--- config.mk ---
export PLATFORM = sky130hd
export DESIGN_NAME = uart_host_regs
export DESIGN_NICKNAME = d
export VERILOG_FILES = /design/src/rtl/uart_host_pkg.sv /design/src/rtl/uhr_modem_watch.sv /design/src/rtl/uhr_cfg_decode.sv /design/src/rtl/uart_host_regs.sv
export SDC_FILE = /design/constraint.sdc
export NUM_CORES = 1
export LEC_CHECK = 0
export CORE_ASPECT_RATIO = 0.7
export CORE_UTILIZATION = 45
export DETAILED_ROUTE_END_ITERATION = 6
export PLACE_DENSITY = 0.85
export SLEW_MARGIN = 20
export SYNTH_ARGS = -nofsm -noshare
export SYNTH_HDL_FRONTEND = slang
export SYNTH_HIERARCHICAL = 1
export SYNTH_SLANG_ARGS = --single-unit
--- constraint.sdc ---
create_clock -name clk -period 1.95 [get_ports clk]
set_clock_uncertainty 0.05 [all_clocks]
set_input_delay 0.2925 -clock clk [delete_from_list [all_inputs] [get_ports clk]]
set_output_delay 0.2925 -clock clk [all_outputs]
set_load 0.01 [all_outputs]
--- src/rtl/uart_host_pkg.sv ---
package uart_host_pkg;
    localparam int REG_W = 8;

    typedef enum logic [1:0] {
        A_DATA  = 2'b00,
        A_STAT  = 2'b01,
        A_MODE  = 2'b10,
        A_LINE  = 2'b11
    } reg_addr_e;

    typedef enum logic [1:0] {
        TXC_OFF   = 2'b00,
        TXC_IRQ   = 2'b01,
        TXC_ON    = 2'b10,
        TXC_BREAK = 2'b11
    } tx_ctl_e;

    typedef struct packed {
        logic [REG_W-1:0] mode;
        logic [REG_W-1:0] line;
        logic             pend;
    } regs_t;
endpackage

--- src/rtl/uhr_modem_watch.sv ---
module uhr_modem_watch #(
    parameter int NUM_LINES = 2,
    parameter int STAGES    = 2
) (
    input  logic                 clk,
    input  logic                 rst_n,
    input  logic [NUM_LINES-1:0] lines_n,
    output logic [NUM_LINES-1:0] level,
    output logic [NUM_LINES-1:0] changed
);
    localparam int LAST = STAGES - 1;

    initial begin
        assert (STAGES >= 2) else $error("synchronizer needs two or more stages");
    end

    for (genvar g = 0; g < NUM_LINES; g++) begin : g_line
        logic [STAGES-1:0] chain_d, chain_q;
        logic              prev_d,  prev_q;

        always_comb begin
            chain_d = {chain_q[STAGES-2:0], lines_n[g]};
            prev_d  = chain_q[LAST];
        end

        always_ff @(posedge clk or negedge rst_n) begin
            if (!rst_n) begin
                chain_q <= '1;
                prev_q  <= 1'b1;
            end else begin
                chain_q <= chain_d;
                prev_q  <= prev_d;
            end
        end

        assign level[g]   = chain_q[LAST];
        assign changed[g] = chain_q[LAST] ^ prev_q;
    end
endmodule

--- src/rtl/uhr_cfg_decode.sv ---
module uhr_cfg_decode
    import uart_host_pkg::*;
(
    input  logic [REG_W-1:0] mode,
    input  logic [REG_W-1:0] line,
    output logic             dtr_n,
    output logic             rts_n,
    output logic             rx_enable,
    output logic             tx_enable,
    output logic             tx_break,
    output logic             echo,
    output logic             par_en,
    output logic [1:0]       par_mode,
    output logic [3:0]       baud_sel,
    output logic             rx_clk_int,
    output logic [1:0]       word_len,
    output logic             stop2
);
    tx_ctl_e txc;

    always_comb begin
        txc        = tx_ctl_e'(mode[3:2]);
        dtr_n      = ~mode[0];
        rx_enable  = mode[0];
        rts_n      = (txc == TXC_OFF);
        tx_enable  = (txc != TXC_OFF);
        tx_break   = (txc == TXC_BREAK);
        echo       = mode[4];
        par_en     = mode[5];
        par_mode   = mode[7:6];
        baud_sel   = line[3:0];
        rx_clk_int = line[4];
        word_len   = line[6:5];
        stop2      = line[7];
    end
endmodule

--- src/rtl/uart_host_regs.sv ---
module uart_host_regs
    import uart_host_pkg::*;
#(
    parameter int SYNC_STAGES = 2
) (
    input  logic             clk,
    input  logic             rst_n,
    input  logic [1:0]       addr,
    input  logic             wr_en,
    input  logic             rd_en,
    input  logic [REG_W-1:0] wdata,
    output logic [REG_W-1:0] rdata,
    input  logic [REG_W-1:0] rx_data,
    input  logic             rx_full,
    input  logic             tx_empty,
    input  logic             par_err,
    input  logic             frm_err,
    input  logic             ovr_err,
    input  logic             dsr_n,
    input  logic             dcd_n,
    output logic             tx_load,
    output logic             rx_read,
    output logic             dtr_n,
    output logic             rts_n,
    output logic [3:0]       baud_sel,
    output logic             rx_clk_int,
    output logic [1:0]       word_len,
    output logic             stop2,
    output logic             rx_enable,
    output logic             tx_enable,
    output logic             tx_break,
    output logic             echo,
    output logic             par_en,
    output logic [1:0]       par_mode,
    output logic             irq
);
    localparam int NUM_MODEM = 2;
    localparam int IDX_DCD   = 0;
    localparam int IDX_DSR   = 1;

    regs_t r_d, r_q;

    logic [NUM_MODEM-1:0] m_level, m_changed;
    logic wr_mode, wr_line, wr_preset, stat_rd, set_evt;
    logic [REG_W-1:0] status;

    uhr_modem_watch #(
        .NUM_LINES (NUM_MODEM),
        .STAGES    (SYNC_STAGES)
    ) u_watch (
        .clk     (clk),
        .rst_n   (rst_n),
        .lines_n ({dsr_n, dcd_n}),
        .level   (m_level),
        .changed (m_changed)
    );

    always_comb begin
        r_d       = r_q;
        wr_mode   = wr_en && (reg_addr_e'(addr) == A_MODE);
        wr_line   = wr_en && (reg_addr_e'(addr) == A_LINE);
        wr_preset = wr_en && (reg_addr_e'(addr) == A_STAT);
        stat_rd   = rd_en && (reg_addr_e'(addr) == A_STAT);
        if (wr_mode) r_d.mode = wdata;
        if (wr_line) r_d.line = wdata;
        if (wr_preset) begin
            r_d.mode = '0;
            r_d.line = '0;
        end
        set_evt = (rx_full && !r_d.mode[1])
                || ((tx_ctl_e'(r_d.mode[3:2]) == TXC_IRQ) && tx_empty)
                || (|m_changed);
        r_d.pend = r_d.mode[0] && (set_evt || (r_q.pend && !stat_rd && !wr_preset));
    end

    always_ff @(posedge clk or negedge rst_n) begin
        if (!rst_n) r_q <= '0;
        else        r_q <= r_d;
    end

    uhr_cfg_decode u_dec (
        .mode       (r_q.mode),
        .line       (r_q.line),
        .dtr_n      (dtr_n),
        .rts_n      (rts_n),
        .rx_enable  (rx_enable),
        .tx_enable  (tx_enable),
        .tx_break   (tx_break),
        .echo       (echo),
        .par_en     (par_en),
        .par_mode   (par_mode),
        .baud_sel   (baud_sel),
        .rx_clk_int (rx_clk_int),
        .word_len   (word_len),
        .stop2      (stop2)
    );

    always_comb begin
        status = {r_q.pend, m_level[IDX_DSR], m_level[IDX_DCD],
                  tx_empty, rx_full, ovr_err, frm_err, par_err};
        unique case (reg_addr_e'(addr))
            A_DATA: rdata = rx_data;
            A_STAT: rdata = status;
            A_MODE: rdata = r_q.mode;
            A_LINE: rdata = r_q.line;
        endcase
        tx_load = wr_en && (reg_addr_e'(addr) == A_DATA);
        rx_read = rd_en && (reg_addr_e'(addr) == A_DATA);
    end

    assign irq = r_q.pend;

    assert_preset_clears_R2: assert property (@(posedge clk) disable iff (!rst_n)
        (wr_en && addr == 2'b01) |=> (r_q.mode == '0 && r_q.line == '0 && !irq));
    assert_mode_write_R1: assert property (@(posedge clk) disable iff (!rst_n)
        (wr_en && addr == 2'b10) |=> (r_q.mode == $past(wdata)));
    assert_irq_needs_dtr_R4: assert property (@(posedge clk) disable iff (!rst_n)
        irq |-> !dtr_n);
    assert_rx_irq_R6: assert property (@(posedge clk) disable iff (!rst_n)
        (rx_full && !r_d.mode[1] && r_d.mode[0]) |=> irq);
    assert_modem_irq_R7: assert property (@(posedge clk) disable iff (!rst_n)
        ((|m_changed) && r_d.mode[0]) |=> irq);
    assert_status_read_clears_R8: assert property (@(posedge clk) disable iff (!rst_n)
        (stat_rd && !set_evt) |=> !irq);
endmodule

==> run_results.csv, run 1 <==
group,metric,value,unit
status,outcome,"finished clean",
drt,antenna_left,0,
drt,dr.pass1.iters,4,
critical_path,arrival,1.57,ns
timing,hold_viol_final,0,
clock_network,cts_made_buffers,3,
global_route,grt_max_degree,24,
critical_path,critPathCaptureType,"output port",
final_layout,finalNetCount,199,
logic_synthesis,syn_area_per_cell,11.1,um^2
drt,wirelength,3140,um
final_layout,layout-drive-gt1-share,24.9,%
drt,viasPerCell,5.41,
drt,vias,1098,
clock_network,ctsHoldBuffers,0,
floorplan,initial_core_util,50.3,%
timing,rsz0062_at_grt,"no",
floorplan,rows,15,
placed_design,dpl.hpwl,2170,um
timing,fin_crit_sh,98.2,%
logic_synthesis,yosysMostFrequentCell,"nand2_1",
logic_synthesis,synthArstFlopShare,100,%
timing,finalSetupTns,0,ns
floorplan,die_area,3120,um^2
critical_path,reg2reg_to,"irq",
floorplan,fp.dieH,47.0,um
logic_synthesis,yosys_register_bits,23,
timing,whs,0.307,ns
power,vdd_drop_max,0.000371,V
global_route,gr-total-overflow,0,
floorplan,pin_count,57,
global_route,grt_pass1_vias,968,
timing,relSlewSlack,67.7,%
clock_network,cts_tree,"built",
timing,fin_crit,1.92,ns
clock_network,clkLatencyLatePin,0.27,ns
flow_run,cap_violations,0,
final_layout,design_area,1940,um^2
timing,slew_viol_final,0,
logic_synthesis,synth.cell_area,1300,um^2
logic_synthesis,yosys-top-cells-area,"dfrtp_1, mux4_2, dfstp_2",
logic_synthesis,syn-instance-count,117,
global_route,antenna_found_initial,0,
logic_synthesis,synth.top_cell.area_share,32.7,%
min_path,min_from,"u_watch/g_line[0].chain_q[0]",
critical_path,setup.worst_path.class,"in2out",
logic_synthesis,synth_edf_count,0,
critical_path,cp.required,1.61,ns
clock_network,cts.sinks,23,
drt,post-route-drc-count,0,
logic_synthesis,ys_warn_count,6,
min_path,hold-path-cell-count,0,
final_layout,fillCellCount,174,
power,power.density,689,nW/um^2
final_layout,ff_latch_area,583,um^2
logic_synthesis,synth.distinct_cells,28,
global_route,track_usage,21.0,%
critical_path,rr_worst_depth,4,
min_path,min_path_type,"reg2reg",
power,p_leak,0.000869,uW
final_layout,syn_to_final_growth,48.7,%
logic_synthesis,ys_top_cells_by_count,"nand2_1, dfrtp_1, buf_4, mux4_2, o21ai_0",
placed_design,gp_congestion,0.759,
final_layout,multiInputGateArea,562,um^2
final_layout,antenna_cells,0,
clock_network,clkSlewWorstSetupHoldPaths,0.07,ns
placed_design,port_buffers,56,
logic_synthesis,synth_ff_type,"dfrtp_1",
timing,worst_pin_slew,0.484,ns
floorplan,core_area,2590,um^2
critical_path,cp-start-kind,"input port",
critical_path,crit_fanout,21,
clock_network,cts_buffer_depth,2,
critical_path,cp-startpoint,"addr[1]",
floorplan,die_x,66.3,um
critical_path,r2r_start,"r_q[12]",
min_path,holdPathEnd,"u_watch/g_line[0].chain_q[1]",
timing,finalSetupViolations,0,
logic_synthesis,ys_seq_area_share,44.8,%
logic_synthesis,syn-num-nets,146,
clock_network,htree_levels,1,
clock_network,root_buffer,"clkbuf_8",
timing,max_freq,0.522,GHz
critical_path,r2r_slack,0.59,ns
placed_design,place_area,1860,um^2
logic_synthesis,synth_top_cell_by_area,"dfrtp_1",
drt,drtIter0Drc,32,
drt,wl_per_cell,15.5,um
global_route,grt_pass1_wl,4630,um
-- kinds of logic after synthesis --
group,Yosys count,synth area share [%]
multiplexers,8,13.8
buffers and inverters,23,12.1
AND/OR/NAND/NOR,37,13.8
AO/OA/AOI/OAI,24,14.1
XOR/XNOR,2,1.35
flip-flops,23,44.8
-- routing by layer --
layer / GRT usage (%) / part of all wire, % / vias up
met4: 6.81 / 1.1 / 0
met2: 32.9 / 43 / 73
met1: 28.9 / 44 / 509
met3: 5.83 / 11 / 6
li1: - / - / 510
met5: 0 / 0 / -
-- sequential cells by signal, summed over array words and instances, names as in the netlist --
register and flops:
u_watch/g_line.chain_q 4, r_q 16, irq 1, u_watch/g_line.prev_q 2
-- worst max-delay path: stages --
cell and delay, ns:
clkdlybuf4s50_1 0.50, buf_12 0.17, mux4_2 0.31, dlygate4sd2_1 0.30
-- cells in the final DEF (no fill, tap or decap), drive strengths merged, types with 3 or more instances in the layout --
master | netlist | final
and2 | 3 | 3
nand2 | 22 | 22
dfstp | 6 | 6
dlygate4sd2 | 0 | 10
o21ai | 10 | 10
clkbuf | 1 | 4
and3 | 4 | 4
a22o | 8 | 8
clkdlybuf4s50 | 0 | 45
mux4 | 8 | 8
buf | 20 | 12
dfrtp | 17 | 17
-- report_power, final --
group | internal [uW] | total (uW) | switching (uW)
clock network | 146 | 295 | 149
registers | 536 | 590 | 53.7
logic | 283 | 450 | 167
total | 965 | 1330 | 370
-- cell type report --
| class | count | area share [%] |
|---|---|---|
| multi-input cells | 71 | 29.0 |
| clock buffers | 4 | 2.33 |
| well taps | 34 | 2.20 |
| flip-flops and latches | 23 | 30.1 |
| inverters | 2 | 0.388 |
| repair buffers | 69 | 36.0 |
-- stage by stage --
stage / instances / util, % / setup WS, ns / power, uW
detailed placement: 196 / 71.6 / -0.362 / 1050
floorplan: 117 / - / 0.469 / 826
finish: 203 / 74.8 / 0.0344 / 1330
global route: 203 / 74.8 / 0.00695 / 1390
global placement: 196 / 71.6 / -0.360 / 1040
CTS: 203 / 74.8 / 0.0414 / 1340
-- timing repair --
action,CTS,global route
gates resized for setup,13,0
endpoints found under the setup margin,10,0
buffers inserted,2,0
-- how the worst max path moves through the flow --
stage	to	depth (start not counted)
after floorplan	rdata[1]	3
after global placement	rdata[7]	4
after detailed placement	rdata[2]	4
after CTS	rdata[2]	4
after global routing	rdata[1]	4
final	rdata[6]	4
Note: power is estimated with default switching activity, not from simulation.
==> run 2, diff against run 1 <==
--- a/config.mk
+++ b/config.mk
@@ -6,9 +6,9 @@
 export NUM_CORES = 1
 export LEC_CHECK = 0
 export CORE_ASPECT_RATIO = 0.7
-export CORE_UTILIZATION = 45
+export CORE_UTILIZATION = 40
 export DETAILED_ROUTE_END_ITERATION = 6
-export PLACE_DENSITY = 0.85
+export PLACE_DENSITY = 0.77
 export SLEW_MARGIN = 20
 export SYNTH_ARGS = -nofsm -noshare
 export SYNTH_HDL_FRONTEND = slang
==> run 2 against run 1 <==
Net effect:
- non-clock buffer count grew 2
- setup slack gained 0.087 ns
- die area grew 12%
- fmax grew 4.7%
- sequential cell count is the same
- cell count grew 2.0%
- power grew 0.65%
- register-to-register slack gained 0.05 ns
- first-iteration DRC count grew 88%
- sequential power is essentially flat
- combinational power grew 2%
- largest power group unchanged
- highest routed layer unchanged
==> run_results.csv, run 2 (same netlist as run 1, synthesis figures left out) <==
group,metric,value,unit
power,clockPowerShare,21.9,%
drt,wirelength,3300,um
min_path,min_path_type,"reg2reg",
global_route,track_usage,20.1,%
placed_design,dpl.hpwl,2350,um
clock_network,cts_made_buffers,3,
clock_network,clkSlewWorstSetupHoldPaths,0.08,ns
timing,fin_crit_sh,93.8,%
critical_path,crit_slowest_cell,"mux4_2",
critical_path,cp.required,1.61,ns
floorplan,die_x,70.2,um
floorplan,pin_count,57,
clock_network,cts_buffer_depth,2,
global_route,grt_max_degree,24,
global_route,antenna_found_initial,0,
final_layout,fin_util,67.0,%
global_route,grt_pass1_vias,1119,
power,vdd_drop_max,0.000402,V
placed_design,port_buffers,56,
timing,finalSetupTns,0,ns
final_layout,largest_reg_flops,16,
critical_path,setup.worst_path.class,"reg2out",
clock_network,clkLatencyLatePin,0.26,ns
placed_design,gp_congestion,0.799,
flow_run,cap_violations,0,
final_layout,layout-drive-gt1-share,26.3,%
timing,hold_viol_final,0,
power,power,1340,uW
final_layout,finalNonFillerCells,207,
power,p_int,967,uW
clock_network,htree_levels,1,
final_layout,fillCellCount,235,
power,p_seq_share,43.9,%
drt,viasPerCell,5.26,
final_layout,finalNetCount,201,
final_layout,mostFrequentLayoutCells,"clkdlybuf4s50_1, nand2_1, dfrtp_1",
status,outcome,"finished clean",
floorplan,core_area,2940,um^2
timing,max_freq,0.547,GHz
floorplan,die_area,3490,um^2
final_layout,max_flop_register,"r_q",
drt,wl_per_cell,15.9,um
final_layout,ff_latch_area,583,um^2
drt,dr.pass1.iters,4,
critical_path,crit_chain,"mux4_2 -> dlygate4sd2_1",
critical_path,arrival,1.49,ns
floorplan,fp.dieH,49.7,um
timing,rsz0062_at_grt,"no",
timing,fin_crit,1.83,ns
final_layout,multiInputGateArea,562,um^2
drt,antenna_left,0,
clock_network,cts_tree,"built",
power,combPwrFrac,34.2,%
clock_network,cts.sinks,23,
final_layout,layout_commonest_cell,"clkdlybuf4s50_1",
final_layout,antenna_cells,0,
final_layout,syn_to_final_growth,51.3,%
critical_path,crit_fanout,6,
placed_design,placed_cells,199,
critical_path,cp-start-kind,"flip-flop",
power,power.density,682,nW/um^2
global_route,grt_pass1_wl,5350,um
floorplan,initial_core_util,44.3,%
floorplan,rows,16,
final_layout,reg.largest.list,"r_q (16), u_watch/g_line.chain_q (4), u_watch/g_line.prev_q (2)",
timing,relSlewSlack,66.9,%
power,power.switching,376,uW
drt,post-route-drc-count,0,
timing,worst_pin_slew,0.496,ns
clock_network,ctsHoldBuffers,0,
drt,vias,1089,
power,p_leak,0.000896,uW
timing,finalSetupViolations,0,
drt,drtIter0Drc,60,
timing,slew_viol_final,0,
clock_network,root_buffer,"clkbuf_8",
critical_path,cp_slowest_stage_delay,0.48,ns
global_route,gr-total-overflow,0,
final_layout,design_area,1970,um^2
critical_path,critPathCaptureType,"output port",
power,swShare,28.0,%
placed_design,place_area,1870,um^2
==> run 2: what timing repair did <==
item | 4_1_cts | 5_1_grt
gates cloned | 1 | 1
gates resized for setup | 13 | 2
endpoints found under the setup margin | 10 | 4
pin swaps | 0 | 0
setup buffers | 2 | 0
==> run 2: critical path, delay by kind of cell, from the launching register on <==
family	cells	cell delay (ns)
DFF	1	0.44
muxes	1	0.48
buffers and inverters	1	0.30
==> run 2: final timing paths <==
check / startpoint / to / slack, ns / cells past startpoint
max: r_q[11] / rdata[2] / 0.12 / 2
min: u_watch/g_line[1].chain_q[0] / u_watch/g_line[1].chain_q[1] / 0.31 / 0
max reg2reg: r_q[10] / irq / 0.64 / 4
min reg2reg: u_watch/g_line[1].chain_q[0] / u_watch/g_line[1].chain_q[1] / 0.31 / 0
max in group asynchronous: rst_n / u_watch/g_line[1].prev_q / 1.24 / 2
min in group asynchronous: rst_n / r_q[7] / 0.33 / 2
==> run 2: metal layers <==
metal	vias up	global-route usage, %	wire length (um)
met2	66	34.3	1600
met3	2	6.13	266
met1	511	25.8	1420
met4	0	3.33	17
met5	-	0	0
li1	510	-	-
==> run 2: power by group through the flow <==
stage | combinational, uW | clock, uW | sequential [uW]
global route | 492 | 323 | 600
detailed placement | 462 | 0 | 597
finish | 459 | 294 | 590
global placement | 451 | 0 | 593
floorplan | 244 | 0 | 582
CTS | 457 | 298 | 590
==> run 2: area by class of cell <==
cell class                      count  area share (%)
Clock buffer                        3            2.10
Timing Repair Buffer               71            36.9
Inverter                            2           0.381
Tap cell                           36            2.29
Multi-Input combinational cell     71            28.5
Sequential cell                    23            29.6
Clock inverter                      1           0.254
==> run 2: metrics by stage <==
step | worst slack [ns] | hold WS [ns]
after floorplan | 0.469 | -0.0531
after global placement | -0.353 | 0.297
after detailed placement | -0.399 | 0.297
after CTS | 0.00167 | 0.309
after global routing | 0.0751 | 0.313
final | 0.121 | 0.308
==> run 3, diff against run 2 <==
==> constraint.sdc (replaced) <==
create_clock -name clk -period 2.2 [get_ports clk]
set_clock_uncertainty 0.05 [all_clocks]
set_input_delay 0.33 -clock clk [delete_from_list [all_inputs] [get_ports clk]]
set_output_delay 0.33 -clock clk [all_outputs]
set_load 0.01 [all_outputs]
==> run 3 against run 2 <==
Net effect:
- critical path depth increased by 3
- largest cell class unchanged
- global-route usage increased by 0.47 points
- wire length decreased by 0.42%
==> run_results.csv, run 3 (same netlist as run 1, synthesis figures left out) <==
group,metric,value,unit
power,power.density,601,nW/um^2
drt,viasPerCell,5.24,
drt,wl_per_cell,16.0,um
final_layout,syn_to_final_growth,51.7,%
final_layout,layout_commonest_cell,"clkdlybuf4s50_1",
clock_network,cts_buffer_depth,2,
placed_design,gp_congestion,0.784,
clock_network,clkSlewWorstSetupHoldPaths,0.08,ns
final_layout,mostFrequentLayoutCells,"clkdlybuf4s50_1, nand2_1, dfrtp_1",
floorplan,die_x,70.2,um
floorplan,die_area,3490,um^2
clock_network,ctsHoldBuffers,0,
final_layout,max_flop_register,"r_q",
clock_network,cts.sinks,23,
power,p_int,860,uW
critical_path,setup.worst_path.class,"in2out",
clock_network,root_buffer,"clkbuf_8",
power,vdd_drop_max,0.000418,V
final_layout,layout-drive-gt1-share,26.5,%
clock_network,cts_made_buffers,3,
critical_path,cp-start-kind,"input port",
drt,dr.pass1.iters,4,
timing,layout_setup_ws,0.0952,ns
placed_design,dpl.hpwl,2400,um
global_route,grt_pass1_vias,1058,
floorplan,pin_count,57,
placed_design,port_buffers,56,
timing,max_freq,0.475,GHz
critical_path,crit_fanout,5,
power,power,1190,uW
floorplan,core_area,2940,um^2
global_route,antenna_found_initial,0,
timing,fin_crit_sh,95.7,%
critical_path,critPathCaptureType,"output port",
timing,whs,0.309,ns
timing,hold_viol_final,0,
floorplan,initial_core_util,44.3,%
power,combPwrFrac,34.4,%
timing,worst_pin_slew,0.492,ns
drt,antenna_left,0,
clock_network,cts_tree,"built",
drt,wirelength,3290,um
final_layout,finalNetCount,200,
power,clockPowerShare,21.5,%
critical_path,cp.required,1.82,ns
critical_path,cp_slowest_stage_delay,0.50,ns
final_layout,antenna_cells,0,
timing,slew_viol_final,0,
clock_network,clkLatencyLatePin,0.26,ns
drt,vias,1080,
final_layout,largest_reg_flops,16,
clock_network,htree_levels,1,
drt,drtIter0Drc,71,
power,p_leak,0.000940,uW
timing,rsz0062_at_grt,"no",
critical_path,crit_chain,"dlygate4sd2_1 -> bufbuf_16 -> buf_4 -> mux4_2 -> clkdlybuf4s15_2",
power,power.switching,327,uW
final_layout,reg.largest.list,"r_q (16), u_watch/g_line.chain_q (4), u_watch/g_line.prev_q (2)",
floorplan,rows,16,
global_route,grt_pass1_wl,5290,um
flow_run,cap_violations,0,
timing,fin_crit,2.10,ns
drt,post-route-drc-count,0,
critical_path,crit_slowest_cell,"mux4_2",
global_route,track_usage,20.6,%
status,outcome,"finished clean",
timing,finalSetupViolations,0,
global_route,grt_max_degree,24,
power,swShare,27.6,%
critical_path,arrival,1.72,ns
timing,relSlewSlack,67.1,%
placed_design,dp_slack,-0.211,ns
global_route,gr-total-overflow,0,
min_path,min_path_type,"reg2reg",
power,p_seq_share,44.1,%
floorplan,fp.dieH,49.7,um
run 3: cell types whose count changed in the layout (fill, tap and decap cells not counted):
cell and delta:
clkbuf_2 -1, nor3b_1 -1, dlygate4sd2_1 -5, clkdlybuf4s50_1 +1, clkdlybuf4s15_2 +1, dlymetal6s2s_1 +5, clkbuf_16 -1, clkdlybuf4s15_1 -1
nor3b_2 +1
run 3: worst paths after layout:
kind                                                   start                            to  slack (ns)  cells past startpoint
worst max-delay path                                 addr[0]                      rdata[2]         0.1                      5
worst min-delay path            u_watch/g_line[1].chain_q[0]  u_watch/g_line[1].chain_q[1]        0.31                      0
worst max register to register                       r_q[10]                           irq        0.88                      4
worst min register to register  u_watch/g_line[1].chain_q[0]  u_watch/g_line[1].chain_q[1]        0.31                      0
max in group asynchronous                              rst_n  u_watch/g_line[0].chain_q[0]        1.46                      2
min in group asynchronous                              rst_n                        r_q[7]        0.36                      2
run 3: layout make-up:
cell class	count	area, um^2
fill	232	967
multi-input combinational	71	567
inverter	2	7.51
timing repair buffer	70	727
tap	36	45.0
sequential	23	583
clock inverter	1	5.00
clock buffer	3	41.3
run 3: power groups by stage:
stage	clock network (uW)	logic, uW	registers [uW]
6_report	256	408	524
5_1_grt	281	437	534
4_1_cts	260	414	524
3_5_place_dp	0	406	530
3_3_place_gp	0	398	526
2_1_floorplan	0	216	516
run 3: routing by layer:
layer | up-vias | share of wire, % | GRT usage [%]
li1 | 509 | - | -
met1 | 521 | 42 | 25.7
met2 | 50 | 51 | 36.5
met3 | 0 | 7.4 | 6.34
met4 | 0 | 0 | 2.00
met5 | - | 0 | 0
run 3: stage by stage:
| stage | setup TNS (ns) | instances | util (%) | instance area [um^2] |
|---|---|---|---|---|
| 2_1_floorplan | 0 | 117 | - | 1300 |
| 4_1_cts | 0 | 206 | 66.6 | 1960 |
| 3_5_place_dp | -1.78 | 197 | 62.9 | 1850 |
| 6_report | 0 | 206 | 67.1 | 1980 |
| 5_1_grt | 0 | 206 | 67.1 | 1980 |
| 3_3_place_gp | -1.51 | 197 | 62.9 | 1850 |
run 3: worst max-delay path: cells and delay by family:
| family | cells | cell delay (ns) |
|---|---|---|
| buf+inv | 4 | 0.89 |
| mux | 1 | 0.50 |
run 3: timing repair:
| action | 4_1_cts | 5_1_grt |
|---|---|---|
| buffers inserted | 4 | 0 |
| gates resized for setup | 8 | 6 |
| gates cloned | 1 | 0 |
| endpoints found under the setup margin | 10 | 6 |
| pin swaps | 0 | 0 |
